<file path="src/rtl/evtsel_pkg.sv">
package evtsel_pkg;

  // Source positions, ordered by priority (0 is highest).
  localparam int SRC_DBG      = 0;
  localparam int SRC_UNREC    = 1;
  localparam int SRC_TLB      = 2;
  localparam int SRC_BUS      = 3;
  localparam int SRC_NMI      = 4;
  localparam int SRC_EXC      = 5;
  localparam int SRC_INT_BASE = 6;

  localparam int MODE_BASE  = 0;
  localparam int MODE_DEBUG = 1;

  function automatic int src_count(input int n_int);
    return SRC_INT_BASE + n_int;
  endfunction

  // Interrupt sources are placed from the top level down.
  function automatic int int_level(input int n_int, input int src);
    return n_int - 1 - (src - SRC_INT_BASE);
  endfunction

  function automatic int em_bit(input int n_int);
    return n_int;
  endfunction

  function automatic int gm_bit(input int n_int);
    return n_int + 1;
  endfunction

  function automatic int dm_bit(input int n_int);
    return n_int + 2;
  endfunction

  // Mode value after an event from position src is taken.
  function automatic int mode_after(input int n_int, input int src);
    if (src == SRC_DBG) return MODE_DEBUG;
    if (src == SRC_NMI) return n_int + 3;
    if (src <= SRC_EXC) return n_int + 2;
    return 2 + int_level(n_int, src);
  endfunction

endpackage

</file>
<file path="src/rtl/evtsel_gate.sv">
module evtsel_gate
  import evtsel_pkg::*;
#(
  parameter int NUM_INT = 4,
  parameter int NSRC    = SRC_INT_BASE + NUM_INT,
  parameter int MASK_W  = NUM_INT + 3
) (
  input  logic [NSRC-1:0]   raw,
  input  logic [MASK_W-1:0] mask_q,
  output logic [NSRC-1:0]   elig
);

  localparam int EM = em_bit(NUM_INT);
  localparam int GM = gm_bit(NUM_INT);
  localparam int DM = dm_bit(NUM_INT);

  assign elig[SRC_DBG] = raw[SRC_DBG] & ~mask_q[DM];

  for (genvar c = SRC_UNREC; c <= SRC_NMI; c++) begin : g_crit
    assign elig[c] = raw[c];
  end

  assign elig[SRC_EXC] = raw[SRC_EXC] & ~mask_q[EM];

  for (genvar g = 0; g < NUM_INT; g++) begin : g_int
    localparam int LVL = int_level(NUM_INT, SRC_INT_BASE + g);
    assign elig[SRC_INT_BASE+g] = raw[SRC_INT_BASE+g] & ~mask_q[LVL] & ~mask_q[GM];
  end

endmodule

</file>
<file path="src/rtl/evtsel_pick.sv">
module evtsel_pick #(
  parameter int NSRC = 10
) (
  input  logic [NSRC-1:0] elig,
  output logic [NSRC-1:0] grant,
  output logic            any
);

  logic [NSRC:0] seen;

  assign seen[0] = 1'b0;

  for (genvar g = 0; g < NSRC; g++) begin : g_chain
    assign grant[g]  = elig[g] & ~seen[g];
    assign seen[g+1] = seen[g] | elig[g];
  end

  assign any = seen[NSRC];

endmodule

</file>
<file path="src/rtl/evtsel_status.sv">
module evtsel_status
  import evtsel_pkg::*;
#(
  parameter int NUM_INT = 4,
  parameter int IDX_W   = 4,
  parameter int MASK_W  = NUM_INT + 3,
  parameter int MODE_W  = 3
) (
  input  logic              clk,
  input  logic              rst_n,
  input  logic              take,
  input  logic [IDX_W-1:0]  take_idx,
  input  logic              wr,
  input  logic [MASK_W-1:0] wr_mask,
  input  logic [MODE_W-1:0] wr_mode,
  output logic [MASK_W-1:0] mask_q,
  output logic [MODE_W-1:0] mode_q
);

  localparam int EM = em_bit(NUM_INT);
  localparam int GM = gm_bit(NUM_INT);
  localparam int DM = dm_bit(NUM_INT);

  localparam logic [MASK_W-1:0] INT_ALL  = MASK_W'((1 << NUM_INT) - 1);
  localparam logic [MASK_W-1:0] EM_ONE   = MASK_W'(1 << EM);
  localparam logic [MASK_W-1:0] GM_ONE   = MASK_W'(1 << GM);
  localparam logic [MASK_W-1:0] DM_ONE   = MASK_W'(1 << DM);
  localparam logic [MASK_W-1:0] RST_MASK = EM_ONE | GM_ONE;

  // Raises every mask at or below the taken source.
  function automatic logic [MASK_W-1:0] raise(input int src, input logic [MASK_W-1:0] old);
    if (src == SRC_DBG) return old | INT_ALL | EM_ONE | GM_ONE | DM_ONE;
    if (src <= SRC_EXC) return old | INT_ALL | EM_ONE | GM_ONE;
    return old | MASK_W'((2 << int_level(NUM_INT, src)) - 1);
  endfunction

  logic [MASK_W-1:0] mask_d;
  logic [MODE_W-1:0] mode_d;

  always_comb begin
    mask_d = mask_q;
    mode_d = mode_q;
    if (take) begin
      mask_d = raise(int'(take_idx), mask_q);
      mode_d = MODE_W'(mode_after(NUM_INT, int'(take_idx)));
    end else if (wr) begin
      mask_d = wr_mask;
      mode_d = wr_mode;
    end
  end

  always_ff @(posedge clk or negedge rst_n) begin
    if (!rst_n) begin
      mask_q <= RST_MASK;
      mode_q <= MODE_W'(MODE_BASE);
    end else begin
      mask_q <= mask_d;
      mode_q <= mode_d;
    end
  end

endmodule

</file>
<file path="src/rtl/evtsel_unit.sv">
module evtsel_unit
  import evtsel_pkg::*;
#(
  parameter int NUM_INT = 4,
  parameter int NSRC    = SRC_INT_BASE + NUM_INT,
  parameter int MASK_W  = NUM_INT + 3,
  parameter int MODE_W  = $clog2(NUM_INT + 4),
  parameter int ID_W    = $clog2(NSRC + 1)
) (
  input  logic               clk,
  input  logic               rst_n,
  input  logic               req_dbg,
  input  logic               req_unrec,
  input  logic               req_tlbmh,
  input  logic               req_buserr,
  input  logic               req_nmi,
  input  logic               req_exc,
  input  logic [NUM_INT-1:0] req_int,
  input  logic               sr_wr,
  input  logic [MASK_W-1:0]  sr_wr_mask,
  input  logic [MODE_W-1:0]  sr_wr_mode,
  output logic               accept,
  output logic [ID_W-1:0]    accept_id,
  output logic [MASK_W-1:0]  mask_q,
  output logic [MODE_W-1:0]  mode_q
);

  // Named internal events, also observed by the checker.
  logic [NSRC-1:0] raw;
  logic [NSRC-1:0] elig;
  logic [NSRC-1:0] grant;
  logic            any_elig;
  logic [ID_W-1:0] sel_idx;

  assign raw[SRC_DBG]   = req_dbg;
  assign raw[SRC_UNREC] = req_unrec;
  assign raw[SRC_TLB]   = req_tlbmh;
  assign raw[SRC_BUS]   = req_buserr;
  assign raw[SRC_NMI]   = req_nmi;
  assign raw[SRC_EXC]   = req_exc;

  for (genvar g = 0; g < NUM_INT; g++) begin : g_raw_int
    assign raw[SRC_INT_BASE+g] = req_int[NUM_INT-1-g];
  end

  evtsel_gate #(
    .NUM_INT(NUM_INT),
    .NSRC   (NSRC),
    .MASK_W (MASK_W)
  ) u_gate (
    .raw   (raw),
    .mask_q(mask_q),
    .elig  (elig)
  );

  evtsel_pick #(
    .NSRC(NSRC)
  ) u_pick (
    .elig (elig),
    .grant(grant),
    .any  (any_elig)
  );

  always_comb begin
    sel_idx = '0;
    for (int i = 0; i < NSRC; i++) begin
      if (grant[i]) sel_idx = ID_W'(i);
    end
  end

  assign accept    = any_elig;
  assign accept_id = any_elig ? sel_idx + 1'b1 : '0;

  evtsel_status #(
    .NUM_INT(NUM_INT),
    .IDX_W  (ID_W),
    .MASK_W (MASK_W),
    .MODE_W (MODE_W)
  ) u_status (
    .clk     (clk),
    .rst_n   (rst_n),
    .take    (any_elig),
    .take_idx(sel_idx),
    .wr      (sr_wr),
    .wr_mask (sr_wr_mask),
    .wr_mode (sr_wr_mode),
    .mask_q  (mask_q),
    .mode_q  (mode_q)
  );

endmodule

</file>
<file path="config.mk">
export PLATFORM = sky130hd
export DESIGN_NAME = evtsel_unit
export DESIGN_NICKNAME = d
export VERILOG_FILES = /design/src/rtl/evtsel_pkg.sv /design/src/rtl/evtsel_gate.sv /design/src/rtl/evtsel_pick.sv /design/src/rtl/evtsel_status.sv /design/src/rtl/evtsel_unit.sv
export SDC_FILE = /design/constraint.sdc
export NUM_CORES = 1
export LEC_CHECK = 0
export BUFFER_PORTS_ARGS = -buffer_cell sky130_fd_sc_hd__buf_4
export CAP_MARGIN = 20
export CELL_PAD_IN_SITES_DETAIL_PLACEMENT = 1
export CELL_PAD_IN_SITES_GLOBAL_PLACEMENT = 2
export CORE_MARGIN = 1.5
export CORE_UTILIZATION = 28
export CTS_CLUSTER_DIAMETER = 50
export DETAILED_ROUTE_END_ITERATION = 6
export GPL_TIMING_DRIVEN = 0
export MAX_ROUTING_LAYER = met4
export PLACE_DENSITY_LB_ADDON = 0.2
export SYNTH_ARGS = -nofsm -noshare
export SYNTH_HDL_FRONTEND = slang
export SYNTH_HIERARCHICAL = 1
export SYNTH_SLANG_ARGS = --single-unit
</file>
<file path="constraint.sdc">
create_clock -name clk -period 5.2 [get_ports clk]
set_input_delay 0 -clock clk [delete_from_list [all_inputs] [get_ports clk]]
set_output_delay 0 -clock clk [all_outputs]
set_load 0.02 [all_outputs]
</file>
==> results of run 1 <==
## final timing paths
kind	slack, ps	cells after the start	end	start
worst min register to register	580	2	u_status/mode_q[0]$_DFFE_PN0P_	u_status/mode_q[0]$_DFFE_PN0P_
max in group asynchronous	4850	2	u_status/mask_q[4]$_DFFE_PN1P_	rst_n
worst max-delay path	370	16	u_status/mask_q[3]$_DFFE_PN0P_	u_status/mask_q[6]$_DFFE_PN0P_
worst min-delay path	30	3	u_status/mask_q[5]$_DFFE_PN1P_	sr_wr_mask[5]
min in group asynchronous	120	2	u_status/mask_q[3]$_DFFE_PN0P_	rst_n
worst max register to register	370	16	u_status/mask_q[3]$_DFFE_PN0P_	u_status/mask_q[6]$_DFFE_PN0P_
## sequential cells by signal, indices dropped and copies added (netlist names)
register and flops:
u_status/mode_q 3, u_status/mask_q 7
## power breakdown
| group | internal [mW] | switching [mW] |
|---|---|---|
| combinational | 0.0494 | 0.0568 |
| sequential | 0.0836 | 0.00426 |
| clock | 0.0668 | 0.0327 |
## placed cells by master, fill, tap and decap left out, types with 3 or more instances in the layout
cell type / instances
buf_4: 37
nor3b_1: 8
nor2_1: 12
nand2_1: 8
a21oi_1: 9
clkbuf_8: 4
nor3_1: 3
ha_1: 4
dfrtp_1: 8
nand2b_1: 3
nor2b_1: 7
mux2i_1: 7
o21ai_0: 5
inv_1: 8
a31oi_1: 4
## per-layer routing
| layer | part of all wire (%) | track usage (%) | wire length [um] | up-vias |
|---|---|---|---|---|
| li1 | - | - | - | 567 |
| met1 | 43 | 18.9 | 1440 | 568 |
| met2 | 53 | 30.1 | 1740 | 21 |
| met3 | 3.6 | 3.25 | 119 | 2 |
| met4 | 0.48 | 2.34 | 16 | 0 |
| met5 | 0 | - | 0 | - |
## through the flow
stage,std cells,power [mW],util (%),area (um2),setup slack (ps)
5_1_grt,220,0.310,40.4,1490,41.6
6_report,220,0.294,40.4,1490,373
4_1_cts,220,0.295,40.0,1480,147
3_5_place_dp,214,0.194,37.9,1400,21.1
2_1_floorplan,133,0.152,-,1090,594
3_3_place_gp,214,0.191,37.9,1400,141
## final cells by class
type                            count  area (um2)  share of cell area, %
Buffer                             10        70.1                   4.71
Clock buffer                        4        55.1                   3.70
Inverter                            8        30.0                   2.02
Multi-Input combinational cell    105         753                   50.6
Sequential cell                    10         253                   17.0
Tap cell                           48        60.1                   4.03
Timing Repair Buffer               35         268                   18.0
## worst register-to-register path: cells and delay by family, from the launching register on
kind	cells	cell delay [ps]
simple gates	8	2300
fa+ha+maj	3	940
compound gates	3	800
flops	1	430
buf+inv	2	270
## timing repair
action                                 4_1_cts  5_1_grt
hold buffers                                 2        0
cloned                                       0        0
gates resized for setup                      1        2
endpoints found under the hold margin       11        0
setup endpoints to repair                    1        1
==> flow_metrics.py, run 1 <==
metrics = {
    "timing": {
        "drv_slew": 0,
        "holdWs_ps": 34.7,
        "setup-tns-final_ps": 0,
        "hold_viol": 0,
        "worst_pin_slew_ps": 840,
        "setup_viol": 0,
        "fmax_mhz": 207,
        "period_share_pct": 92.8,
        "relSlewSlack_pct": 43.4,
        "layout_min_cycle_time_ps": 4830,
        "final.setup_skew_ps": 4.72,
        "rsz0062_at_grt": "no",
    },
    "setup_path": {
        "crit_chain": "nor2b_1 > or4_4 > buf_6 > nor4_1 > or2_4 > a21oi_2 > ha_1 > inv_1 > ha_1 > and4_4 > nor3_1 > a2111oi_2 > nand2_1 > ha_1 > or4_1 > a31oi_1",
        "crit_path_end_kind": "flop",
        "cp_slowest_stage_delay_ps": 530,
        "path_common_cell": "ha_1",
        "crit_arrival_ps": 4990,
        "cp.required_ps": 5360,
        "crit_type": "reg2reg",
        "start_kind": "flop",
        "crit_slowest_cell": "a2111oi_2",
        "worst-path-buf-inv": 2,
        "path_max_fanout": 7,
        "cp_top_family": "simple AND/OR/NAND/NOR gates",
    },
    "route": {
        "route.detailed.drc": 0,
        "vias": 1158,
        "post_drt_wl_per_cell_um": 15.1,
        "ant_nets": 0,
        "wl_um": 3320,
        "first_pass_iters": 4,
        "drtIter0Drc": 29,
        "vias_per_cell": 5.26,
    },
    "global_routing": {
        "grt_usage_pct": 16.4,
        "overflow": 0,
        "grt_pass1_vias": 1135,
        "antenna_found_initial": 0,
        "grt_max_degree": 11,
        "grt_pass1_wl_um": 5230,
    },
    "floorplan": {
        "io-pin-count": 38,
        "die-height_um": 65.4,
        "rows": 22,
        "die_w_um": 65.4,
        "initial_utilization_pct": 29.5,
        "die_area_mm2": 0.00428,
        "core_area_mm2": 0.00369,
    },
    "clock_network": {
        "root_buffer": "clkbuf_8",
        "clk_pin_slew_ps": 50,
        "clk_path_buf_depth": 2,
        "cts_tree": "yes",
        "cts.sinks": 10,
        "htree_levels": 1,
        "cts_setup_buffers": 0,
        "insertion_delay_ps": 240,
        "cts_buffers": 3,
    },
    "synthesis": {
        "avgSynthCellArea_um2": 8.19,
        "synthCells": 133,
        "yosys_warnings": 6,
        "netlist_area_mm2": 0.00109,
        "syn_nets": 160,
    },
    "status": {
        "outcome": "completed",
    },
    "placed_design": {
        "place_hpwl_um": 2650,
        "io_buffers": 33,
        "place_congestion": 0.708,
    },
    "run": {
        "max_cap_viol_count": 0,
    },
    "final_layout": {
        "drive_above_1_share_pct": 34.9,
        "antenna-diode-count": 0,
        "syn_to_final_growth_pct": 36.6,
        "fin_nets": 200,
        "fillerInstances": 452,
    },
    "power_and_ir_drop": {
        "power_per_cell_area_mw_per_mm2": 197,
        "power_leakage_nw": 0.611,
        "peakVddDrop_uv": 129,
    },
    "hold_path": {
        "hold_path.class": "in2reg",
    },
}
Note: power is estimated with default switching activity, not from simulation.
==> inputs of run 2 (changes only) <==
--- a/config.mk
+++ b/config.mk
@@ -16,6 +16,7 @@
 export GPL_TIMING_DRIVEN = 0
 export MAX_ROUTING_LAYER = met4
 export PLACE_DENSITY_LB_ADDON = 0.2
+export RECOVER_POWER = 25
 export SYNTH_ARGS = -nofsm -noshare
 export SYNTH_HDL_FRONTEND = slang
 export SYNTH_HIERARCHICAL = 1
==> run 2 against run 1 <==
First-iteration DRC count increased by 10%. Register-to-register slack about the same. Sequential power about the same. Routed wire length down 0.12%. Cell count unchanged. Clock-buffer cell count did not move. Core utilization fell by 0.10 points. Worst hold slack about the same. Critical path depth stayed put. Setup slack is the same. Cell area shrank 0.25%. Critical endpoint unchanged.
==> flow_metrics.py, run 2 (synthesis results as in run 1) <==
metrics = {
    "global_routing": {
        "grt_max_degree": 11,
        "grt_pass1_wl_um": 5230,
        "grt-busiest-layer": "met2",
        "use_met2_pct": 30.1,
        "antenna_found_initial": 0,
        "grt_pass1_vias": 1135,
        "overflow": 0,
        "use_met1_pct": 18.9,
        "grt_usage_pct": 16.4,
        "grt_use_met3_pct": 3.25,
    },
    "setup_path": {
        "path_common_cell": "ha_1",
        "cp.required_ps": 5360,
        "regToRegStartpoint": "u_status/mask_q[6]$_DFFE_PN0P_",
        "crit_slowest_cell": "a2111oi_2",
        "start_kind": "flop",
        "cp.depth": 16,
        "reg2regPathDepth": 16,
        "cp_slowest_stage_delay_ps": 530,
        "cp_top_family": "simple AND/OR/NAND/NOR gates",
        "worst-path-buf-inv": 2,
        "worstReg2RegEnd": "u_status/mask_q[3]$_DFFE_PN0P_",
        "crit_arrival_ps": 4990,
        "ff2ff_setup_slack_ps": 370,
        "path_max_fanout": 7,
        "crit_chain": "nor2b_1 > or4_4 > buf_6 > nor4_1 > or2_4 > a21oi_2 > ha_1 > inv_1 > ha_1 > and4_4 > nor3_1 > a2111oi_2 > nand2_1 > ha_1 > or4_1 > a31oi_1",
        "crit_type": "reg2reg",
        "crit_path_end_kind": "flop",
    },
    "clock_network": {
        "clk_pin_slew_ps": 50,
        "cts_tree": "yes",
        "cts.sinks": 10,
        "htree_levels": 1,
        "clk_path_buf_depth": 2,
        "insertion_delay_ps": 240,
        "cts_buffers": 3,
        "root_buffer": "clkbuf_8",
        "cts_setup_buffers": 0,
    },
    "final_layout": {
        "fillerInstances": 453,
        "layout_commonest_cell": "buf_4",
        "largest_register_ffs": 7,
        "regMostFlops": "u_status/mask_q",
        "drive_above_1_share_pct": 34.3,
        "stdcell_area_mm2": 0.00149,
        "antenna-diode-count": 0,
        "final_cell_mix": "buf_4 (36), nor2_1 (12), a21oi_1 (9)",
        "reg.largest.list": "u_status/mask_q x7, u_status/mode_q x3",
        "syn_to_final_growth_pct": 36.3,
        "fin_util_pct": 40.3,
        "fin_nets": 200,
    },
    "hold_path": {
        "hp-start": "sr_wr_mask[5]",
        "hold_depth": 3,
        "hold_path.class": "in2reg",
        "whs_endpoint": "u_status/mask_q[5]$_DFFE_PN1P_",
    },
    "floorplan": {
        "rows": 22,
        "io-pin-count": 38,
        "die_w_um": 65.4,
        "initial_utilization_pct": 29.5,
        "die-height_um": 65.4,
        "die_area_mm2": 0.00428,
        "core_area_mm2": 0.00369,
    },
    "timing": {
        "period_share_pct": 92.8,
        "drv_slew": 0,
        "rsz0062_at_grt": "no",
        "layout_min_cycle_time_ps": 4830,
        "relSlewSlack_pct": 43.4,
        "setup-tns-final_ps": 0,
        "worst_pin_slew_ps": 840,
        "final.setup_skew_ps": 4.72,
        "hold_viol": 0,
        "setup_viol": 0,
        "setup_ws_ps": 373,
        "fmax_mhz": 207,
    },
    "route": {
        "vias": 1160,
        "first_pass_iters": 4,
        "route.detailed.drc": 0,
        "ant_nets": 0,
        "wl_um": 3310,
        "drtIter0Drc": 32,
        "vias_per_cell": 5.27,
        "post_drt_wl_per_cell_um": 15.1,
    },
    "status": {
        "outcome": "completed",
    },
    "placed_design": {
        "placed_area_mm2": 0.00140,
        "pre_cts_slack_ps": 21.1,
        "io_buffers": 33,
        "place_congestion": 0.708,
        "place_hpwl_um": 2650,
    },
    "run": {
        "max_cap_viol_count": 0,
    },
    "power_and_ir_drop": {
        "peakVddDrop_uv": 129,
        "power_per_cell_area_mw_per_mm2": 197,
        "finalPower_mw": 0.293,
        "power_leakage_nw": 0.607,
    },
}
-- run 2: power breakdown --
part	internal, mW	switching, mW	total [mW]
clock network	0.0668	0.0327	0.0995
registers	0.0836	0.00426	0.0879
logic	0.0491	0.0567	0.106
-- run 2: through the flow --
| step | instances | hold WS [ps] |
|---|---|---|
| CTS | 220 | 30.5 |
| global route | 220 | 85.7 |
| global placement | 214 | -165 |
| floorplan | 133 | -296 |
| detailed placement | 214 | -163 |
| finish | 220 | 34.7 |
-- run 2: per-layer routing --
layer  wire length [um]  vias up
met3                119        2
met2               1740       21
met5                  0        -
li1                   -      567
met1               1430      570
met4                 16        0
-- run 2: worst max-delay path by stage --
stage                                endpoint  slack, ps                           start
3_5_place_dp   u_status/mask_q[3]$_DFFE_PN0P_         20  u_status/mask_q[6]$_DFFE_PN0P_
6_report       u_status/mask_q[3]$_DFFE_PN0P_        370  u_status/mask_q[6]$_DFFE_PN0P_
2_1_floorplan  u_status/mask_q[3]$_DFFE_PN0P_        590  u_status/mask_q[6]$_DFFE_PN0P_
4_1_cts        u_status/mask_q[3]$_DFFE_PN0P_        150  u_status/mask_q[6]$_DFFE_PN0P_
3_3_place_gp   u_status/mask_q[3]$_DFFE_PN0P_        140  u_status/mask_q[6]$_DFFE_PN0P_
5_1_grt        u_status/mask_q[3]$_DFFE_PN0P_         40  u_status/mask_q[6]$_DFFE_PN0P_
-- run 2: cell type report --
type	instances	area, um2	share of cell area, %
inverter	8	30.0	2.02
sequential	10	253	17.0
multi-input combinational	105	753	50.7
timing repair buffer	35	264	17.8
clock buffer	4	55.1	3.71
buffer	10	70.1	4.72
tap	48	60.1	4.04
-- run 2: what timing repair did --
action                     CTS  global route
pin swaps                    0             0
resized for setup            1             2
gates cloned                 0             0
hold endpoints to repair    11             0
setup endpoints to repair    1             1
hold buffers                 2             0
-- run 2: worst min-delay path, cell delays in order --
cell	delay, ps
buf_4	110
o22ai_1	100
a21oi_1	50
